**src/rtl/ssb_pkg.sv**
```systemverilog
package ssb_pkg;
  localparam int FUNC_W = 3;
  localparam int VAL_W  = 6;
  localparam int N_SET  = 1 << FUNC_W;

  typedef enum logic [FUNC_W-1:0] {
    FN_INSEL  = 3'd0,
    FN_BASS   = 3'd1,
    FN_TREBLE = 3'd2,
    FN_VOLUME = 3'd3,
    FN_FD_RF  = 3'd4,
    FN_FD_LF  = 3'd5,
    FN_FD_RR  = 3'd6,
    FN_FD_LR  = 3'd7
  } ssb_func_e;

  localparam logic [VAL_W-1:0] TONE_FLAT = 6'b000110;

  // Bits of the value field that a setting keeps
  function automatic logic [VAL_W-1:0] ssb_mask(input int f);
    case (f)
      0:       return 6'b000111;
      1, 2:    return 6'b001111;
      3:       return 6'b111111;
      default: return 6'b011111;
    endcase
  endfunction

  // Power-on code of a setting
  function automatic logic [VAL_W-1:0] ssb_default(input int f);
    if (f == 1 || f == 2) return TONE_FLAT;
    return '0;
  endfunction
endpackage

```
**src/rtl/ssb_sync.sv**
```systemverilog
module ssb_sync #(
  parameter int          W       = 3,
  parameter int          STAGES  = 2,
  parameter logic [W-1:0] RST_VAL = '0
) (
  input  logic         clk,
  input  logic         rst,
  input  logic [W-1:0] din,
  output logic [W-1:0] dout
);
  logic [W-1:0] stg [STAGES];

  always_ff @(posedge clk) begin
    if (rst) stg[0] <= RST_VAL;
    else     stg[0] <= din;
  end

  for (genvar i = 1; i < STAGES; i++) begin : g_stage
    always_ff @(posedge clk) begin
      if (rst) stg[i] <= RST_VAL;
      else     stg[i] <= stg[i-1];
    end
  end

  assign dout = stg[STAGES-1];
endmodule

```
**src/rtl/ssb_frame_rx.sv**
```systemverilog
module ssb_frame_rx
  import ssb_pkg::*;
#(
  parameter int               ADDR_W   = 2,
  parameter logic [ADDR_W-1:0] DEV_ADDR = 2'b10
) (
  input  logic              clk,
  input  logic              rst,
  input  logic              data_s,
  input  logic              sclk_s,
  input  logic              en_n_s,
  output logic              commit_o,
  output logic [FUNC_W-1:0] func_o,
  output logic [VAL_W-1:0]  val_o
);
  localparam int WIN_W     = FUNC_W + VAL_W;
  localparam int MIN_FRAME = ADDR_W + WIN_W;
  localparam int CNT_W     = $clog2(MIN_FRAME + 1);

  logic              sclk_q, en_q;
  logic              active, addr_ok;
  logic [CNT_W-1:0]  cnt;
  logic [ADDR_W-1:0] addr_sh;
  logic [WIN_W-1:0]  win;

  wire sclk_rise = sclk_s & ~sclk_q;
  wire en_fall   = ~en_n_s & en_q;
  wire en_rise   = en_n_s & ~en_q;
  wire cnt_full  = (cnt == CNT_W'(MIN_FRAME));

  always_ff @(posedge clk) begin
    if (rst) begin
      sclk_q   <= 1'b0;
      en_q     <= 1'b1;
      active   <= 1'b0;
      addr_ok  <= 1'b0;
      cnt      <= '0;
      addr_sh  <= '0;
      win      <= '0;
      commit_o <= 1'b0;
      func_o   <= '0;
      val_o    <= '0;
    end else begin
      sclk_q   <= sclk_s;
      en_q     <= en_n_s;
      commit_o <= 1'b0;
      if (en_fall) begin
        active  <= ~sclk_s;
        addr_ok <= 1'b0;
        cnt     <= '0;
      end else if (en_rise) begin
        commit_o <= active & addr_ok & cnt_full;
        func_o   <= win[WIN_W-1 -: FUNC_W];
        val_o    <= win[VAL_W-1:0];
        active   <= 1'b0;
      end else if (active && !en_n_s && sclk_rise) begin
        win <= {win[WIN_W-2:0], data_s};
        if (!cnt_full) cnt <= cnt + 1'b1;
        if (cnt < CNT_W'(ADDR_W)) addr_sh <= {addr_sh[ADDR_W-2:0], data_s};
        if (cnt == CNT_W'(ADDR_W - 1))
          addr_ok <= ({addr_sh[ADDR_W-2:0], data_s} == DEV_ADDR);
      end
    end
  end


  cnt_bound_chk: assert property (@(posedge clk) disable iff (rst)
    cnt <= CNT_W'(MIN_FRAME));


  single_commit_chk: assert property (@(posedge clk) disable iff (rst)
    commit_o |=> !commit_o);
endmodule

```
**src/rtl/ssb_settings.sv**
```systemverilog
module ssb_settings
  import ssb_pkg::*;
(
  input  logic              clk,
  input  logic              rst,
  input  logic              wr_i,
  input  logic [FUNC_W-1:0] func_i,
  input  logic [VAL_W-1:0]  val_i,
  output logic [VAL_W-1:0]  set_o [N_SET],
  output logic              mute_o
);
  logic [VAL_W-1:0] set_q   [N_SET];
  logic [VAL_W-1:0] set_nxt [N_SET];

  for (genvar g = 0; g < N_SET; g++) begin : g_set
    assign set_nxt[g] = (wr_i && func_i == FUNC_W'(g)) ? (val_i & ssb_mask(g)) : set_q[g];
    always_ff @(posedge clk) begin
      if (rst) set_q[g] <= ssb_default(g);
      else     set_q[g] <= set_nxt[g];
    end
    assign set_o[g] = set_q[g];
  end

  always_ff @(posedge clk) begin
    if (rst) mute_o <= 1'b1;
    else     mute_o <= (set_nxt[FN_VOLUME] == '0) && (set_nxt[FN_INSEL] == '0);
  end


  tone_width_chk: assert property (@(posedge clk) disable iff (rst)
    set_q[FN_BASS][VAL_W-1:4] == '0 && set_q[FN_TREBLE][VAL_W-1:4] == '0);
endmodule

```
**src/rtl/serial_setting_bank.sv**
```systemverilog
module serial_setting_bank
  import ssb_pkg::*;
#(
  parameter int SYNC_STAGES = 2
) (
  input  logic       clk,
  input  logic       rst,
  input  logic       ser_data,
  input  logic       ser_clk,
  input  logic       ser_en_n,
  output logic [5:0] vol_o,
  output logic [3:0] treble_o,
  output logic [3:0] bass_o,
  output logic [4:0] fade_lf_o,
  output logic [4:0] fade_rf_o,
  output logic [4:0] fade_lr_o,
  output logic [4:0] fade_rr_o,
  output logic [2:0] in_sel_o,
  output logic       mute_o
);
  logic [2:0]        pins_s;
  logic              commit;
  logic [FUNC_W-1:0] func;
  logic [VAL_W-1:0]  val;
  logic [VAL_W-1:0]  set_v [N_SET];

  ssb_sync #(.W(3), .STAGES(SYNC_STAGES), .RST_VAL(3'b001)) u_sync (
    .clk (clk),
    .rst (rst),
    .din ({ser_data, ser_clk, ser_en_n}),
    .dout(pins_s)
  );

  ssb_frame_rx u_rx (
    .clk     (clk),
    .rst     (rst),
    .data_s  (pins_s[2]),
    .sclk_s  (pins_s[1]),
    .en_n_s  (pins_s[0]),
    .commit_o(commit),
    .func_o  (func),
    .val_o   (val)
  );

  ssb_settings u_set (
    .clk   (clk),
    .rst   (rst),
    .wr_i  (commit),
    .func_i(func),
    .val_i (val),
    .set_o (set_v),
    .mute_o(mute_o)
  );

  assign in_sel_o  = set_v[FN_INSEL][2:0];
  assign bass_o    = set_v[FN_BASS][3:0];
  assign treble_o  = set_v[FN_TREBLE][3:0];
  assign vol_o     = set_v[FN_VOLUME];
  assign fade_rf_o = set_v[FN_FD_RF][4:0];
  assign fade_lf_o = set_v[FN_FD_LF][4:0];
  assign fade_rr_o = set_v[FN_FD_RR][4:0];
  assign fade_lr_o = set_v[FN_FD_LR][4:0];


  hold_without_commit_chk: assert property (@(posedge clk) disable iff (rst)
    !commit |=> $stable({vol_o, treble_o, bass_o, fade_lf_o, fade_rf_o,
                         fade_lr_o, fade_rr_o, in_sel_o}));


  mute_match_chk: assert property (@(posedge clk) disable iff (rst)
    mute_o == (vol_o == 6'd0 && in_sel_o == 3'd0));
endmodule

```
**config.mk**
```make
export PLATFORM = sky130hd
export DESIGN_NAME = serial_setting_bank
export DESIGN_NICKNAME = d
export VERILOG_FILES = /design/src/rtl/ssb_pkg.sv /design/src/rtl/ssb_sync.sv /design/src/rtl/ssb_frame_rx.sv /design/src/rtl/ssb_settings.sv /design/src/rtl/serial_setting_bank.sv
export SDC_FILE = /design/constraint.sdc
export NUM_CORES = 1
export LEC_CHECK = 0
export BUFFER_PORTS_ARGS = -buffer_cell sky130_fd_sc_hd__buf_4
export CORE_UTILIZATION = 50
export CTS_CLUSTER_SIZE = 12
export DETAILED_ROUTE_END_ITERATION = 8
export PLACE_DENSITY = 0.71
export SETUP_SLACK_MARGIN = 0.05
export SKIP_LAST_GASP = 1
export SYNTH_ARGS = -nofsm -noshare
export SYNTH_HDL_FRONTEND = slang
export SYNTH_HIERARCHICAL = 1
export SYNTH_SLANG_ARGS = --single-unit
```
**constraint.sdc**
```tcl
create_clock -name clk -period 3.2 [get_ports clk]
set_clock_uncertainty 0.05 [all_clocks]
set_input_delay 0.32 -clock clk [delete_from_list [all_inputs] [get_ports clk]]
set_output_delay 0.32 -clock clk [all_outputs]
set_load 0.03 [all_outputs]
```
# [Word level (Yosys, flattened, before mapping)]
# Memories as Yosys holds them, arrays and structs flattened.
# Index checks and enable logic that the tools add are counted.
[word_totals] ff_bits=29 mem_bits_rw=54 output_inout_bits=38 wordCells=93 n_memories=2
[op_classes] addsub=1 n_lt_le_gt_ge=1 n_eq_ne=10 muxes=23 bitwise=22 n_reduce_logical=23
[memory_table] memory="u_set.set_q" words=8 width=6 read_ports=8 rd_clocked_by_memory_dff=0 write_ports=8 line="ssb_settings.sv:12" text="logic [VAL_W-1:0] set_q [N_SET];"
[memory_table] memory="u_sync.stg" words=2 width=3 read_ports=2 rd_clocked_by_memory_dff=0 write_ports=2 line="ssb_sync.sv:11" text="logic [W-1:0] stg [STAGES];"
[ops] cell="two-way mux 6 bit" count=16
[ops] cell="== test 3 bit (second input constant)" count=4
[ops] cell="logical NOT 6 bit" count=2
[ops] cell="logical AND 1 bit" count=11
[ops] cell="bitwise OR 1 bit" count=10
[ops] cell="AND reduction 3 bit" count=3
[ops] cell="NOT 1 bit" count=7
[ops] cell="== test 3 x 2 -> 1 bit (second input constant)" count=2
[ops] cell="two-way mux 3 bit" count=2
[ops] cell="bitwise AND 1 bit" count=5
[ops] cell="two-way mux 1 bit" count=5
[ops] cell="adder 4 x 1 -> 4 bit (second input constant)" count=1
[ops] cell="== test 4 x 1 -> 1 bit (second input constant)" count=1
[ops] cell="== test 4 bit (second input constant)" count=1
[ops] cell="< comparator 4 x 2 -> 1 bit (second input constant)" count=1
[ops] cell="AND reduction 4 bit" count=1
[ops] cell="== test 3 x 1 -> 1 bit (second input constant)" count=1
[ops] cell="logical NOT 3 bit" count=1
[ops] cell="OR reduction 3 bit" count=1
[ops] cell="== test 2 bit (second input constant)" count=1
[ops] cell="AND reduction 2 bit" count=1
[ops] cell="nonzero test 2 bit" count=1
[ops] cell="OR reduction 2 bit" count=1
[ops] cell="logical NOT 1 bit" count=1

# [Logic depth before layout (Yosys ltp)]
[depth] depth_word=5 mapped_depth=6 mapped_depth_nobuf=5

# [By module]
# Netlist, hierarchy kept.
[modules_own_cells] mod="ssb_settings" instances=1 cells_per_inst=169 area_per_inst_um2=1681.6 seq_area_each_um2=820.8
[modules_own_cells] mod="ssb_frame_rx" instances=1 cells_per_inst=126 area_per_inst_um2=1164.9 seq_area_each_um2=560.5
[modules_own_cells] mod="ssb_sync" instances=1 cells_per_inst=12 area_per_inst_um2=157.7 seq_area_each_um2=120.1

# [Worst setup path before layout]
# No wires, ideal clock.
[synth_timing] path_type="register to register" startpoint="mem u_set.set_q[0][2]" endpoint="reg u_set.mute_o" t_arrival_ns=1.408 required_time_ns=3.054 slack_ns=1.646 path_stages_with_launch=5 synth_period_minus_slack_ns=1.554 path_cell_list="dfxtp_1 > or4_4 > nor3_4 > a32oi_1 > o41ai_2"
[synth_lines] element="start: declaration" line="ssb_settings.sv:12"
[synth_lines] element="end signal: assignment" line="ssb_settings.sv:26" text="else mute_o <= (set_nxt[FN_VOLUME] == '0) && (set_nxt[FN_INSEL] == '0);"
[synth_lines] element="end: declaration" line="ssb_settings.sv:10" text="output logic mute_o"

==> flow_metrics.py <==
metrics = {
    "run_status": {
        "status": "completed",
    },
    "clocking": {
        "cts_sinks": 75,
        "cts.path.max_buffers": 2,
        "cts_resized": 0,
        "numCtsBuffers": 9,
        "cts_tree": "built",
        "path_clk_slew_ns": 0.08,
        "cts_max_level": 3,
        "clk_latency_ns": 0.35,
        "holdBufCountCts": 0,
        "postCtsSetupBuffers": 0,
        "cts_root_buf": "clkbuf_8",
    },
    "critical_path": {
        "rr_endpoint": "u_rx/cnt[1]",
        "rr_worst_depth": 4,
        "cp-end-kind": "register",
        "worstPathMaxFanout": 11,
        "worstReg2RegStart": "u_sync/stg[1][0]",
        "crit_type": "reg -> reg",
        "slowest_delay_ns": 0.57,
        "crit_required_ns": 3.40,
        "cp_top_family": "adder cells",
        "cp.arrival_ns": 2.21,
        "rrSetupSlack_ns": 1.19,
        "crit_path_top_delay_cell": "ha_1",
        "crit_end": "u_rx/cnt[1]",
        "crit_chain": "ha_1, and2b_1, and3_1, a2111oi_2",
        "cp-startpoint": "u_sync/stg[1][0]",
        "cp-start-kind": "register",
        "cp.depth": 4,
        "cp_num_buf_inv": 0,
    },
    "grt": {
        "grt_use_met2_pct": 31.0,
        "track_usage_pct": 20.2,
        "grt-ovfl-total": 0,
        "first_global_vias": 2019,
        "antenna_found_initial": 0,
        "grt_max_degree": 73,
        "grt_pass1_wl_um": 9380,
        "top_usage_layer": "met2",
        "met1_usage_pct": 25.9,
        "use_met3_pct": 5.81,
    },
    "routing": {
        "drt_wl_total_um": 5760,
        "vias": 2178,
        "drc_errors": 0,
        "avgRoutedWirePerCell_um": 14.2,
        "drt-initial-drc-count": 106,
        "drtPass1Iterations": 4,
        "viasPerCell": 5.35,
        "drt.antenna.violating_nets": 0,
    },
    "finish": {
        "n_antenna_cell": 0,
        "nets": 339,
        "synthToLayoutAreaGrowth_pct": 17.9,
        "fin_area_sq_um": 3470,
        "final_util_pct": 62.2,
        "layout-drive-gt1-share_pct": 20.9,
        "instances_no_fill": 407,
    },
    "pwr": {
        "power.leakage_nw": 1.44,
        "finalPower_mw": 1.72,
        "switchingPower_uw": 399,
        "clkPwrFrac_pct": 43.5,
        "internal-power_mw": 1.32,
        "p_sw_share_pct": 23.2,
        "p_seq_share_pct": 54.6,
        "p_comb_share_pct": 1.9,
        "peakVddDrop_uv": 317,
        "power_density_nw_per_um2": 496,
    },
    "placed_design": {
        "dpl_cell_area_sq_um": 3260,
        "gp_congestion": 0.728,
        "place_ws_ns": 1.20,
        "place.detailed.hpwl_um": 3690,
        "port_buffers": 42,
        "dp_cells": 391,
    },
    "floorplanning": {
        "core_region_area_sq_um": 5570,
        "initial_utilization_pct": 52.7,
        "io_pins": 43,
        "die_h_um": 78.7,
        "die-area_sq_um": 6190,
        "rows": 27,
        "fp.dieW_um": 78.7,
    },
    "sta": {
        "final-max-slew-violation-count": 0,
        "fmax_ghz": 0.497,
        "finalSetupViolCount": 0,
        "layout_worst_path_cycle_share_pct": 62.9,
        "whs_ns": 0.105,
        "setup_ws_ns": 1.19,
        "rsz0062_at_grt": "false",
        "slew_headroom_pct": 54.2,
        "hold_viol_final": 0,
        "tightest_slew_ns": 0.687,
        "tns_ns": 0,
        "period_needed_ns": 2.01,
    },
    "synth": {
        "syn_avg_cell_area_sq_um": 9.87,
        "synth_area_sq_um": 2940,
        "yosysWarningCount": 6,
        "synth_nets": 307,
        "synth_cells": 298,
    },
    "run": {
        "cap_violations": 0,
    },
    "min_path": {
        "min_path_type": "in -> reg",
    },
}
## power groups by stage
stage               registers (mW)  logic, mW  clock network (mW)
finish                       0.939     0.0325               0.748
global route                 0.940     0.0365               0.798
detailed placement           0.961     0.0326                   0
floorplan                    0.961     0.0243                   0
CTS                          0.939     0.0326               0.765
global placement             0.961     0.0325                   0
## layer usage
layer  up-vias  routed length [um]
li1       1087                   -
met1      1034                2780
met2        48                2620
met3         9                 269
met4         0                  95
met5         -                   0
## worst min path at each step
stage | from | end | slack (ns) | depth (start not counted)
finish | ser_en_n | u_sync/stg[0][0] | 0.11 | 2
global route | ser_en_n | u_sync/stg[0][0] | 0.10 | 2
CTS | ser_en_n | u_sync/stg[0][0] | 0.09 | 2
detailed placement | u_sync/stg[0][0] | u_sync/stg[1][0] | 0.34 | 1
global placement | u_sync/stg[0][0] | u_sync/stg[1][0] | 0.35 | 1
floorplan | u_sync/stg[0][0] | u_sync/stg[1][0] | 0.33 | 1
## area by class of cell
class	instances	area, sq um
clock buffer	9	124
multi-input combinational	199	1340
tap	72	90.1
sequential	75	1500
fill	489	2110
timing repair buffer	42	315
inverter	3	11.3
clock inverter	7	83.8
## sequential cells by signal, indices dropped and copies added, names as in the netlist
register	flops
u_rx/en_q	1
u_rx/addr_ok	1
u_rx/commit_o	1
u_sync/stg	6
u_rx/sclk_q	1
u_rx/cnt	4
u_rx/addr_sh	1
u_set/mute_o	1
u_rx/func_o	3
u_set/set_q	40
u_rx/val_o	6
u_rx/active	1
u_rx/win	9
## cell usage in the layout (no fill, tap or decap), types with 2 or more instances in the layout
cell,instances
clkinv_4,2
nor3b_4,3
a21oi_1,16
nand2b_1,2
nand3b_1,2
inv_1,3
buf_4,42
nand4b_1,2
nor3_2,2
inv_6,2
clkbuf_8,9
and3_1,3
nor2b_1,10
or3_1,2
nand4_1,4
nand2_1,19
a211o_1,4
and2_1,4
dfxtp_1,75
nand3_1,12
nor3_1,3
mux2i_1,40
nor2_1,42
or2_1,2
o21ai_0,9
ha_1,4
No activity file was read; power rests on OpenSTA's default activity.
